### src/rtl/wrbuf_pkg.sv
package wrbuf_pkg;

  // position 'off' steps ahead of 'base' on a ring of 'depth' slots
  function automatic int ring_add(input int base, input int off, input int depth);
    return (base + off) % depth;
  endfunction

  // next slot index with wrap
  function automatic int ring_next(input int ptr, input int depth);
    return (ptr == depth - 1) ? 0 : ptr + 1;
  endfunction

endpackage

### src/rtl/wrbuf_ctrl.sv
module wrbuf_ctrl #(
  parameter int DEPTH = 4,
  localparam int PW = (DEPTH > 1) ? $clog2(DEPTH) : 1,
  localparam int CW = $clog2(DEPTH + 1)
) (
  input  logic          clk,
  input  logic          rst_n,
  input  logic          push_req,
  input  logic          pop_req,
  output logic          push,
  output logic          pop,
  output logic [PW-1:0] head,
  output logic [PW-1:0] tail,
  output logic [CW-1:0] occ,
  output logic          full,
  output logic          empty
);
  assign full  = (occ == CW'(DEPTH));
  assign empty = (occ == '0);
  assign push  = push_req && !full;
  assign pop   = pop_req && !empty;

  always_ff @(posedge clk) begin
    if (!rst_n) begin
      head <= '0;
      tail <= '0;
      occ  <= '0;
    end else begin
      if (push) tail <= PW'(wrbuf_pkg::ring_next(int'(tail), DEPTH));
      if (pop)  head <= PW'(wrbuf_pkg::ring_next(int'(head), DEPTH));
      case ({push, pop})
        2'b10:   occ <= occ + 1'b1;
        2'b01:   occ <= occ - 1'b1;
        default: occ <= occ;
      endcase
    end
  end
endmodule

### src/rtl/wrbuf_store.sv
module wrbuf_store #(
  parameter int DEPTH = 4,
  parameter int AW = 32,
  parameter int DW = 32,
  localparam int PW = (DEPTH > 1) ? $clog2(DEPTH) : 1
) (
  input  logic                      clk,
  input  logic                      rst_n,
  input  logic                      push,
  input  logic                      pop,
  input  logic [PW-1:0]             head,
  input  logic [PW-1:0]             tail,
  input  logic [AW-1:0]             wr_addr,
  input  logic [DW-1:0]             wr_data,
  output logic [DEPTH-1:0][AW-1:0]  slot_addr,
  output logic [DEPTH-1:0][DW-1:0]  slot_data,
  output logic [DEPTH-1:0]          slot_live
);
  for (genvar i = 0; i < DEPTH; i++) begin : g_slot
    always_ff @(posedge clk) begin
      if (!rst_n) begin
        slot_live[i] <= 1'b0;
        slot_addr[i] <= '0;
        slot_data[i] <= '0;
      end else begin
        if (pop && head == PW'(i)) slot_live[i] <= 1'b0;
        if (push && tail == PW'(i)) begin
          slot_live[i] <= 1'b1;
          slot_addr[i] <= wr_addr;
          slot_data[i] <= wr_data;
        end
      end
    end
  end
endmodule

### src/rtl/wrbuf_match.sv
module wrbuf_match #(
  parameter int DEPTH = 4,
  parameter int AW = 32,
  parameter int DW = 32,
  localparam int PW = (DEPTH > 1) ? $clog2(DEPTH) : 1
) (
  input  logic [DEPTH-1:0][AW-1:0] slot_addr,
  input  logic [DEPTH-1:0][DW-1:0] slot_data,
  input  logic [DEPTH-1:0]         slot_live,
  input  logic [PW-1:0]            head,
  input  logic [AW-1:0]            rd_addr,
  output logic                     hit,
  output logic [DW-1:0]            data
);
  logic [DEPTH-1:0] mvec;
  logic [PW-1:0]    sel;
  logic [PW-1:0]    slot;

  for (genvar i = 0; i < DEPTH; i++) begin : g_cmp
    assign mvec[i] = slot_live[i] && (slot_addr[i] == rd_addr);
  end

  // walk oldest to youngest; the last match found is the youngest
  always_comb begin
    hit  = 1'b0;
    sel  = '0;
    slot = '0;
    for (int k = 0; k < DEPTH; k++) begin
      slot = PW'(wrbuf_pkg::ring_add(int'(head), k, DEPTH));
      if (mvec[slot]) begin
        hit = 1'b1;
        sel = slot;
      end
    end
    data = hit ? slot_data[sel] : '0;
  end
endmodule

### src/rtl/wrbuf_top.sv
module wrbuf_top #(
  parameter int DEPTH = 4,
  parameter int AW = 32,
  parameter int DW = 32
) (
  input  logic          clk,
  input  logic          rst_n,
  input  logic          enq_valid,
  output logic          enq_ready,
  input  logic [AW-1:0] enq_addr,
  input  logic [DW-1:0] enq_data,
  output logic          mem_valid,
  input  logic          mem_ready,
  output logic [AW-1:0] mem_addr,
  output logic [DW-1:0] mem_data,
  input  logic [AW-1:0] rd_addr,
  output logic          rd_hit,
  output logic [DW-1:0] rd_data
);
  localparam int PW = (DEPTH > 1) ? $clog2(DEPTH) : 1;
  localparam int CW = $clog2(DEPTH + 1);

  logic                     push, pop, full, empty;
  logic [PW-1:0]            head, tail;
  logic [CW-1:0]            occ;
  logic [DEPTH-1:0][AW-1:0] slot_addr;
  logic [DEPTH-1:0][DW-1:0] slot_data;
  logic [DEPTH-1:0]         slot_live;

  wrbuf_ctrl #(.DEPTH(DEPTH)) u_ctrl (
    .clk(clk), .rst_n(rst_n), .push_req(enq_valid), .pop_req(mem_ready),
    .push(push), .pop(pop), .head(head), .tail(tail), .occ(occ),
    .full(full), .empty(empty)
  );

  wrbuf_store #(.DEPTH(DEPTH), .AW(AW), .DW(DW)) u_store (
    .clk(clk), .rst_n(rst_n), .push(push), .pop(pop), .head(head), .tail(tail),
    .wr_addr(enq_addr), .wr_data(enq_data),
    .slot_addr(slot_addr), .slot_data(slot_data), .slot_live(slot_live)
  );

  wrbuf_match #(.DEPTH(DEPTH), .AW(AW), .DW(DW)) u_match (
    .slot_addr(slot_addr), .slot_data(slot_data), .slot_live(slot_live),
    .head(head), .rd_addr(rd_addr), .hit(rd_hit), .data(rd_data)
  );

  assign enq_ready = !full;
  assign mem_valid = !empty;
  assign mem_addr  = slot_addr[head];
  assign mem_data  = slot_data[head];
endmodule

### config.mk
export PLATFORM = sky130hd
export DESIGN_NAME = wrbuf_top
export DESIGN_NICKNAME = d
export VERILOG_FILES = /design/src/rtl/wrbuf_pkg.sv /design/src/rtl/wrbuf_ctrl.sv /design/src/rtl/wrbuf_store.sv /design/src/rtl/wrbuf_match.sv /design/src/rtl/wrbuf_top.sv
export SDC_FILE = /design/constraint.sdc
export NUM_CORES = 1
export LEC_CHECK = 0
export BUFFER_PORTS_ARGS = -buffer_cell sky130_fd_sc_hd__clkbuf_2
export CAP_MARGIN = 20
export CORE_ASPECT_RATIO = 1.5
export CORE_MARGIN = 2
export CORE_UTILIZATION = 35
export DETAILED_ROUTE_END_ITERATION = 8
export HOLD_SLACK_MARGIN = 0.1
export PLACE_DENSITY_LB_ADDON = 0.25
export SYNTH_ARGS = -nofsm -noshare
export SYNTH_HDL_FRONTEND = slang
export SYNTH_SLANG_ARGS = --single-unit
### constraint.sdc
create_clock -name clk -period 6.74 [get_ports clk]
set_input_delay 1.348 -clock clk [delete_from_list [all_inputs] [get_ports clk]]
set_output_delay 1.348 -clock clk [all_outputs]
set_load 0.05 [all_outputs]
==> results of run 1 <==
power groups by stage:
stage	clock network, mW	logic (mW)	registers [mW]
3_3_place_gp	0	1.32	1.82
5_1_grt	1.67	1.41	1.81
2_1_floorplan	0	0.968	1.79
6_report	1.58	1.31	1.79
3_5_place_dp	0	1.33	1.83
4_1_cts	1.62	1.33	1.79
final cells by class:
| class | instances | area share [%] |
|---|---|---|
| inverters | 12 | 0.273 |
| diodes | 2 | 0.0303 |
| clock buffers | 41 | 4.97 |
| multi-input cells | 1191 | 50.7 |
| well taps | 558 | 4.23 |
| clock inverters | 8 | 0.561 |
| repair buffers | 214 | 6.85 |
| flip-flops and latches | 267 | 32.4 |
registers in the layout (all words and copies together), names as in the netlist:
signal             count
u_store.slot_addr    128
u_store.slot_data    128
u_store.slot_live      4
u_ctrl.occ             3
u_ctrl.head            2
u_ctrl.tail            2
worst max-delay path, stage by stage:
cell and delay [ns]:
clkbuf_2 0.15, xnor2_1 0.47, nand4_1 0.25, nor4_2 0.46, nand3_4 0.20, a21oi_1 0.20
a221o_2 0.15, buf_4 0.60, a32oi_1 0.27, mux2i_1 0.21, clkbuf_2 0.30
Yosys cell counts (all sizes together) (8+ instances only):
library cell,instances
xnor2,112
ha,9
buf,30
a32oi,64
inv,11
clkbuf,116
dfxtp,267
nand3,9
nand4,28
nand2,530
mux2i,32
xor2,15
nor4,8
mux4,65
a21boi,258
cells by family (layout without fill, tap and decap cells):
family,count (synthesis),in the layout
simple gates,606,606
compound gates,351,351
flops,267,267
buf+inv,163,275
xor+xnor,127,127
mux,97,97
fa+ha+maj,10,10
other cells,0,2
metal layers:
metal / vias to the layer above / wire [um] / track usage, %
met5: - / 31 / 0
met4: 4 / 2560 / 11.8
met3: 102 / 2710 / 3.71
met2: 406 / 25000 / 40.5
met1: 5974 / 18500 / 24.9
li1: 5773 / - / -
metrics by stage:
stage | std cells | utilization (%)
final | 2293 | 40.2
after global placement | 2242 | 37.9
after detailed placement | 2242 | 37.9
after floorplan | 1621 | -
after CTS | 2291 | 40.1
after global routing | 2293 | 40.2
worst paths after layout:
path | startpoint | to | slack [ns] | cells past startpoint
setup / recovery | rd_addr[6] | rd_data[15] | 0.72 | 11
hold / removal | u_store.slot_data[78]$_SDFFE_PN0P_ | u_store.slot_data[78]$_SDFFE_PN0P_ | 0.48 | 2
setup reg to reg | u_ctrl.occ[0]$_SDFFE_PN0P_ | u_store.slot_addr[94]$_SDFFE_PN0P_ | 4.23 | 7
hold reg to reg | u_store.slot_data[78]$_SDFFE_PN0P_ | u_store.slot_data[78]$_SDFFE_PN0P_ | 0.48 | 2
==> results_dict.tcl, run 1 <==
set metrics [dict create \
    synth_enable_flop_cells 0 \
    final_common_cell "nand2_1" \
    synth-simple-area-share_pct 17.3 \
    synthAdderAreaFrac_pct 0.911 \
    syn_to_final_growth_pct 13.4 \
    post-dp-hpwl_mm 31.8 \
    cts_inserted_buffers 29 \
    grt_max_degree 167 \
    vias 12300 \
    switching_share_pct 35.3 \
    ir_worst_vdd_uv 219 \
    grt_pass1_wl_mm 73.8 \
    grt_antenna_before_repair 4 \
    synth_compound_area_share_pct 18.8 \
    skew_ns 0.0101 \
    arrival_ns 4.67 \
    yosysWarningCount 0 \
    required_ns 5.39 \
    drt-pass1-iter-count 4 \
    p_seq_share_pct 38.3 \
    slew-limit-headroom_pct 23.1 \
    holdWs_ns 0.480 \
    hold_buffers 0 \
    cts.sinks 267 \
    syn_inst 1621 \
    clock_path_buffers 3 \
    first_global_vias 12300 \
    synth.top_cell.area_share_pct 36.7 \
    ys_seq_area_share_pct 36.7 \
    clkTransAtPathRegs_ns 0.06 \
    switchingPower_mw 1.65 \
    die_w_um 171 \
    synth_top_family_by_area "compound AO/OA/AOI/OAI gates" \
    syn_nets 1731 \
    maxCapViolations 0 \
    internal_power_mw 3.03 \
    synth_xor_area_share_pct 7.95 \
    wl_per_cell_um 21.3 \
    pre_cts_slack_ns 0.722 \
    multi_input_area_um2 8360 \
    avgSynthCellArea_um2 8.98 \
    rows 91 \
    path_class "in -> out" \
    crit_path_start_kind "input port" \
    core_area_um2 41100 \
    n_fill_cell 4144 \
    viasPerCell 5.35 \
    worstSetupEndpointType "primary output" \
    setup_slack_ns 0.719 \
    ios 199 \
    root_buffer "clkbuf_16" \
    rsz0062_at_grt "no" \
    p_comb_share_pct 28.0 \
    finalHoldViolCount 0 \
    final-setup-viol-count 0 \
    routed_wl_mm 48.8 \
    routabilityCongestion 0.873 \
    powerDensity_nw_per_um2 284 \
    status "completed" \
    min_period_ns 6.02 \
    p_clk_share_pct 33.7 \
    synth.ff_latch_count 267 \
    yosys-mux-area-fraction_pct 12.3 \
    groute.usage.overall_pct 22.4 \
    min_period_over_period_pct 89.3 \
    layout-drive-gt1-share_pct 20.5 \
    final_max_slew_viol_count 0 \
    yosysTopAreaCell "dfxtp_1" \
    final_cell_mix "526 x nand2_1, 265 x dfxtp_1, 258 x a21boi_0" \
    nets 1825 \
    tritoncts "built" \
    fin_area_um2 16500 \
    synth_area_leaders "dfxtp_1 37%, nand2_1 14%, a21boi_0 13%, mux4_2 10%, xnor2_1 6.4%" \
    grt_overflow 0 \
    initial_utilization_pct 35.4 \
    cp_max_fo 64 \
    synthArstFlopShare_pct 0 \
    clk_latency_ns 0.55 \
    tightestPinTransition_ns 1.15 \
    final-seq-area_um2 5350 \
    htree_levels 1 \
    postCtsSetupBuffers 0 \
    drc 0 \
    max_freq_mhz 166 \
    fin_tns_setup_ns 0 \
    ys.flop_type "dfxtp_1" \
    postPlaceCellArea_um2 15600 \
    io_buffer_count 198 \
    dieArea_um2 43300 \
    first_iter_violations 815 \
    ys_types 59 \
    dieHeight_um 254 \
    cts_resized 0 \
    postRouteAntennaNets 0 \
    hold_path.class "reg -> reg" \
    syn_area_um2 14600 \
    p_leak_nw 5.75 \
    finalPower_mw 4.69 \
]
No activity file was read; power rests on OpenSTA's default activity.
==> run 2: changes to the inputs <==
--- a/config.mk
+++ b/config.mk
@@ -12,7 +12,8 @@
 export CORE_UTILIZATION = 35
 export DETAILED_ROUTE_END_ITERATION = 8
 export HOLD_SLACK_MARGIN = 0.1
-export PLACE_DENSITY_LB_ADDON = 0.25
+export PLACE_DENSITY_LB_ADDON = 0.3
 export SYNTH_ARGS = -nofsm -noshare
 export SYNTH_HDL_FRONTEND = slang
+export SYNTH_HIERARCHICAL = 1
 export SYNTH_SLANG_ARGS = --single-unit
==> results_dict.tcl, run 2 <==
set metrics [dict create \
    vias 11000 \
    avgSynthCellArea_um2 10.4 \
    r2r_end "u_store/slot_addr[71]$_SDFFE_PN0P_" \
    p_clk_share_pct 32.2 \
    clk_latency_ns 0.55 \
    timing.rr.start "u_ctrl/occ[2]$_SDFFE_PN0P_" \
    htree_levels 1 \
    synth_common_cells "339 x nand2_1, 321 x mux2i_1, 267 x dfxtp_1, 67 x xnor2_1, 64 x xor2_1" \
    routed_wl_mm 45.1 \
    final-setup-viol-count 0 \
    grt_overflow 0 \
    fin_area_um2 16500 \
    hold_path.class "reg -> reg" \
    cts_resized 0 \
    cp_max_fo 32 \
    root_buffer "clkbuf_16" \
    syn_nets 1500 \
    ys.flop_type "dfxtp_1" \
    postRouteAntennaNets 0 \
    maxCapViolations 0 \
    syn_area_um2 14500 \
    crit_path_start_kind "input port" \
    utilization_pct 40.3 \
    rows 91 \
    final_max_slew_viol_count 0 \
    core_area_um2 41000 \
    routabilityCongestion 0.984 \
    final_cell_mix "339 x nand2_1, 321 x mux2i_1, 265 x dfxtp_1" \
    max_freq_mhz 162 \
    synthArstFlopShare_pct 0 \
    internal_power_mw 3.15 \
    reg2reg_slack_ns 3.92 \
    min_period_over_period_pct 91.6 \
    layout-drive-gt1-share_pct 22.7 \
    startpoint "rd_addr[5]" \
    rsz0062_at_grt "no" \
    largestRegisters "u_store/slot_addr: 128 flops, u_store/slot_data: 128 flops, u_store/slot_live: 4 flops" \
    ys_seq_area_share_pct 36.8 \
    groute.usage.overall_pct 20.3 \
    synth.top_cell.area_share_pct 36.8 \
    arrival_ns 4.82 \
    grt_antenna_before_repair 3 \
    p_seq_share_pct 38.5 \
    die_w_um 170 \
    n_fill_cell 4119 \
    grt_pass1_wl_mm 66.9 \
    min_period_ns 6.17 \
    synth.ff_latch_count 267 \
    grt_util_met3_pct 2.55 \
    postPlaceCellArea_um2 15600 \
    clkTransAtPathRegs_ns 0.06 \
    p_leak_nw 7.20 \
    status "completed" \
    post-dp-hpwl_mm 31.8 \
    yosysMostFrequentCell "nand2_1" \
    yosysTopAreaCell "dfxtp_1" \
    p_comb_share_pct 29.3 \
    required_ns 5.39 \
    dieArea_um2 43200 \
    syn_inst 1396 \
    synth_area_leaders "dfxtp_1 37%, mux2i_1 22%, mux4_2 9.3%, nand2_1 8.8%, xnor2_1 4.0%" \
    hold_buffers 0 \
    yosysWarningCount 6 \
    tightestPinTransition_ns 1.18 \
    tritoncts "built" \
    gr-usage-met1_pct 22.6 \
    ir_worst_vdd_uv 172 \
    grt_max_degree 127 \
    powerDensity_nw_per_um2 296 \
    first_global_vias 11200 \
    ios 199 \
    cts_inserted_buffers 29 \
    final_common_cell "nand2_1" \
    finalHoldViolCount 0 \
    cts.sinks 267 \
    clock_path_buffers 3 \
    io_buffer_count 198 \
    switchingPower_mw 1.75 \
    crit_end "rd_data[17]" \
    drc 0 \
    initial_utilization_pct 35.4 \
    synth_enable_flop_cells 0 \
    use_met2_pct 37.2 \
    syn_to_final_growth_pct 13.8 \
    busiest_layer "met2" \
    worstSetupEndpointType "primary output" \
    ys_types 54 \
    nets 1648 \
    first_iter_violations 568 \
    setup_slack_ns 0.569 \
    wl_per_cell_um 21.7 \
    holdWs_ns 0.471 \
    slew-limit-headroom_pct 21.6 \
    viasPerCell 5.32 \
    r2r_cells 6 \
    pre_cts_slack_ns 0.612 \
    fin_tns_setup_ns 0 \
    switching_share_pct 35.7 \
    dieHeight_um 253 \
    path_class "in -> out" \
    postCtsSetupBuffers 0 \
    drt-pass1-iter-count 5 \
    skew_ns 0.00898 \
]
run 2: changes by cell type after synthesis, moves of 18 or more:
| cell | change |
|---|---|
| xor2_1 | +49 |
| buf_4 | +18 |
| clkbuf_1 | -84 |
| xnor2_1 | -39 |
| o22ai_2 | +30 |
| a21boi_0 | -257 |
| buf_2 | +27 |
| a32oi_1 | -64 |
| mux2i_1 | +289 |
| nor4_1 | +23 |
| nand2_1 | -191 |
run 2: area by class of cell:
type / instances / area, um^2 / area share (%)
antenna: 2 / 5.00 / 0.0303
clock buffer: 44 / 832 / 5.03
clock inverter: 6 / 86.3 / 0.522
inverter: 9 / 33.8 / 0.204
multi-input combinational: 1026 / 8460 / 51.2
sequential: 267 / 5350 / 32.4
tap: 511 / 639 / 3.87
timing repair buffer: 211 / 1120 / 6.80
run 2: power groups by stage:
stage | registers, mW | clock network (mW) | logic, mW
2_1_floorplan | 1.83 | 0 | 1.19
3_3_place_gp | 1.92 | 0 | 1.44
3_5_place_dp | 1.92 | 0 | 1.44
4_1_cts | 1.89 | 1.62 | 1.45
5_1_grt | 1.91 | 1.68 | 1.51
6_report | 1.88 | 1.58 | 1.43
run 2: kinds of logic after synthesis:
logic type | share of synthesized area, %
flip-flops | 36.8
XOR/XNOR | 7.90
AO/OA/AOI/OAI | 3.41
multiplexers | 32.2
adder cells (fa/ha/maj) | 0.396
AND/OR/NAND/NOR | 14.1
buffers and inverters | 5.17
run 2: metrics by stage:
stage	cells	total power [mW]
floorplan	1396	3.02
global placement	2024	3.35
detailed placement	2024	3.37
CTS	2074	4.96
global route	2076	5.10
finish	2076	4.89
run 2: metal layers:
layer | share of wire, % | wire, um
met5 | 0.029 | 13
met3 | 4.0 | 1820
met2 | 52 | 23600
met4 | 5.5 | 2480
met1 | 38 | 17200
run 2: critical path, stage by stage:
cell	delay [ns]
clkbuf_2	0.13
xnor2_1	0.51
or3b_1	0.40
nor4_1	0.50
a21boi_1	0.22
or3_2	0.99
o22ai_1	0.36
clkbuf_2	0.33
run 2: worst min-delay path by stage:
| stage | start | endpoint | cells past startpoint | slack (ns) |
|---|---|---|---|---|
| 6_report | u_store/slot_data[19]$_SDFFE_PN0P_ | u_store/slot_data[19]$_SDFFE_PN0P_ | 2 | 0.47 |
| 5_1_grt | u_store/slot_data[101]$_SDFFE_PN0P_ | u_store/slot_data[101]$_SDFFE_PN0P_ | 2 | 0.49 |
| 4_1_cts | u_store/slot_data[14]$_SDFFE_PN0P_ | u_store/slot_data[14]$_SDFFE_PN0P_ | 2 | 0.47 |
| 3_5_place_dp | u_store/slot_data[14]$_SDFFE_PN0P_ | u_store/slot_data[14]$_SDFFE_PN0P_ | 2 | 0.46 |
| 3_3_place_gp | u_store/slot_data[12]$_SDFFE_PN0P_ | u_store/slot_data[12]$_SDFFE_PN0P_ | 2 | 0.45 |
| 2_1_floorplan | u_store/slot_live[0]$_SDFFE_PN0P_ | u_store/slot_live[0]$_SDFFE_PN0P_ | 2 | 0.44 |
==> run 3: changes to the inputs <==
--- a/config.mk
+++ b/config.mk
@@ -8,7 +8,7 @@
 export BUFFER_PORTS_ARGS = -buffer_cell sky130_fd_sc_hd__clkbuf_2
 export CAP_MARGIN = 20
 export CORE_ASPECT_RATIO = 1.5
-export CORE_MARGIN = 2
+export CORE_MARGIN = 8
 export CORE_UTILIZATION = 35
 export DETAILED_ROUTE_END_ITERATION = 8
 export HOLD_SLACK_MARGIN = 0.1
==> results_dict.tcl, run 3 (synthesis results as in run 2) <==
set metrics [dict create \
    root_buffer "clkbuf_16" \
    wl_per_cell_um 22.1 \
    hold_buffers 0 \
    final_cell_mix "339 x nand2_1, 321 x mux2i_1, 265 x dfxtp_1" \
    rsz0062_at_grt "no" \
    fin_tns_setup_ns 0 \
    required_ns 5.39 \
    r2r_end "u_store/slot_addr[101]$_SDFFE_PN0P_" \
    htree_levels 1 \
    min_period_over_period_pct 89.5 \
    core_area_um2 41000 \
    p_leak_nw 7.23 \
    min_to "u_store/slot_data[26]$_SDFFE_PN0P_" \
    min_period_ns 6.03 \
    ir_worst_vdd_uv 157 \
    min_from "u_store/slot_data[26]$_SDFFE_PN0P_" \
    powerDensity_nw_per_um2 298 \
    dieArea_um2 48400 \
    postCtsSetupBuffers 0 \
    first_global_vias 11500 \
    instances_no_fill 2079 \
    maxCapViolations 0 \
    io_buffer_count 198 \
    use_met2_pct 34.3 \
    grt_pass1_wl_mm 69.4 \
    final_max_slew_viol_count 0 \
    grt_max_degree 141 \
    initial_utilization_pct 35.4 \
    path_class "in -> out" \
    tritoncts "built" \
    vias 11100 \
    slew-limit-headroom_pct 26.2 \
    critical_path_depth 8 \
    clkTransAtPathRegs_ns 0.06 \
    largestRegisters "u_store/slot_addr: 128 flops, u_store/slot_data: 128 flops, u_store/slot_live: 4 flops" \
    min_path_cells 2 \
    grt_overflow 0 \
    cts_resized 0 \
    die_w_um 182 \
    routabilityCongestion 0.994 \
    crit_path_cell_trace "clkbuf_2 -> xnor2_1 -> or3b_1 -> nor4_1 -> a21boi_1 -> or3_2 -> o22ai_1 -> clkbuf_2" \
    path_delay_family "simple AND/OR/NAND/NOR gates" \
    grt_antenna_before_repair 6 \
    crit_path_start_kind "input port" \
    max_freq_mhz 166 \
    grt_util_met3_pct 2.96 \
    slowest_delay_ns 0.97 \
    post-dp-hpwl_mm 33.1 \
    startpoint "rd_addr[5]" \
    r2r_cells 6 \
    viasPerCell 5.33 \
    skew_ns 0.00804 \
    timing.rr.start "u_ctrl/occ[2]$_SDFFE_PN0P_" \
    drc 0 \
    tightestPinTransition_ns 1.11 \
    dieHeight_um 265 \
    n_fill_cell 4020 \
    arrival_ns 4.69 \
    dp.cells 2025 \
    cts.sinks 267 \
    postRouteAntennaNets 0 \
    finalHoldViolCount 0 \
    routed_wl_mm 46.0 \
    worstSetupEndpointType "primary output" \
    groute.usage.overall_pct 18.4 \
    final-setup-viol-count 0 \
    rows 91 \
    crit_slowest_cell "or3_2" \
    clock_path_buffers 3 \
    cp.buffers_inverters 2 \
    nets 1648 \
    reg2reg_slack_ns 4.07 \
    hold_path.class "reg -> reg" \
    first_iter_violations 543 \
    layout-drive-gt1-share_pct 23.0 \
    final_common_cell "nand2_1" \
    busiest_layer "met2" \
    status "completed" \
    cp_max_fo 32 \
    syn_to_final_growth_pct 14.2 \
    cts_inserted_buffers 28 \
    drt-pass1-iter-count 5 \
    ios 199 \
    clk_latency_ns 0.55 \
    crit_top_cell "clkbuf_2" \
    gr-usage-met1_pct 19.4 \
]
[run 3: cell count changes in the layout (fill, tap and decap cells not counted)]
cell,delta
clkbuf_8,-1
diode_2,+2
buf_4,+1
clkinvlp_4,-1
clkinv_2,+2
clkbuf_16,+1
inv_6,+1
clkbuf_1,-3
bufinv_16,+1
[run 3: report_power, final]
part,internal [mW],switching (mW)
logic,0.516,0.927
registers,1.71,0.164
clock network,0.968,0.650
total,3.20,1.74
[run 3: through the flow]
stage               power [mW]  hold slack, ns  setup WS (ns)  util (%)  area (um^2)
floorplan                 3.02           0.438           1.27         -        14500
global placement          3.36           0.453          0.913      38.1        15600
detailed placement        3.37           0.467          0.763      38.1        15600
CTS                       5.01           0.475          0.762      40.4        16600
global route              5.15           0.491          0.526      40.5        16600
finish                    4.94           0.473          0.706      40.5        16600
[run 3: how the worst max path moves through the flow]
| stage | slack [ns] | endpoint |
|---|---|---|
| 5_1_grt | 0.53 | rd_data[18] |
| 4_1_cts | 0.76 | rd_data[18] |
| 3_5_place_dp | 0.76 | rd_data[18] |
| 2_1_floorplan | 1.27 | rd_data[17] |
| 3_3_place_gp | 0.91 | rd_data[18] |
| 6_report | 0.71 | rd_data[18] |
[run 3: area by class of cell]
class,instances,area (um^2),area share (%)
Multi-Input combinational cell,1026,8460,51.0
Sequential cell,267,5350,32.3
Timing Repair Buffer,212,1130,6.82
Clock buffer,41,832,5.02
Tap cell,511,639,3.86
Clock inverter,9,128,0.770
Inverter,9,33.8,0.204
Antenna cell,4,10.0,0.0604
[run 3: layer usage]
metal,up-vias,wire length [um],share of wire (%)
li1,5244,-,-
met1,5421,17200,37
met2,297,24000,52
met3,106,2150,4.7
met4,4,2660,5.8
met5,-,27,0.059
[run 3: worst min-delay path, stage by stage (launching register included)]
cell     delay [ns]
dfxtp_1        0.32
nand2_1        0.05
mux2i_1        0.05
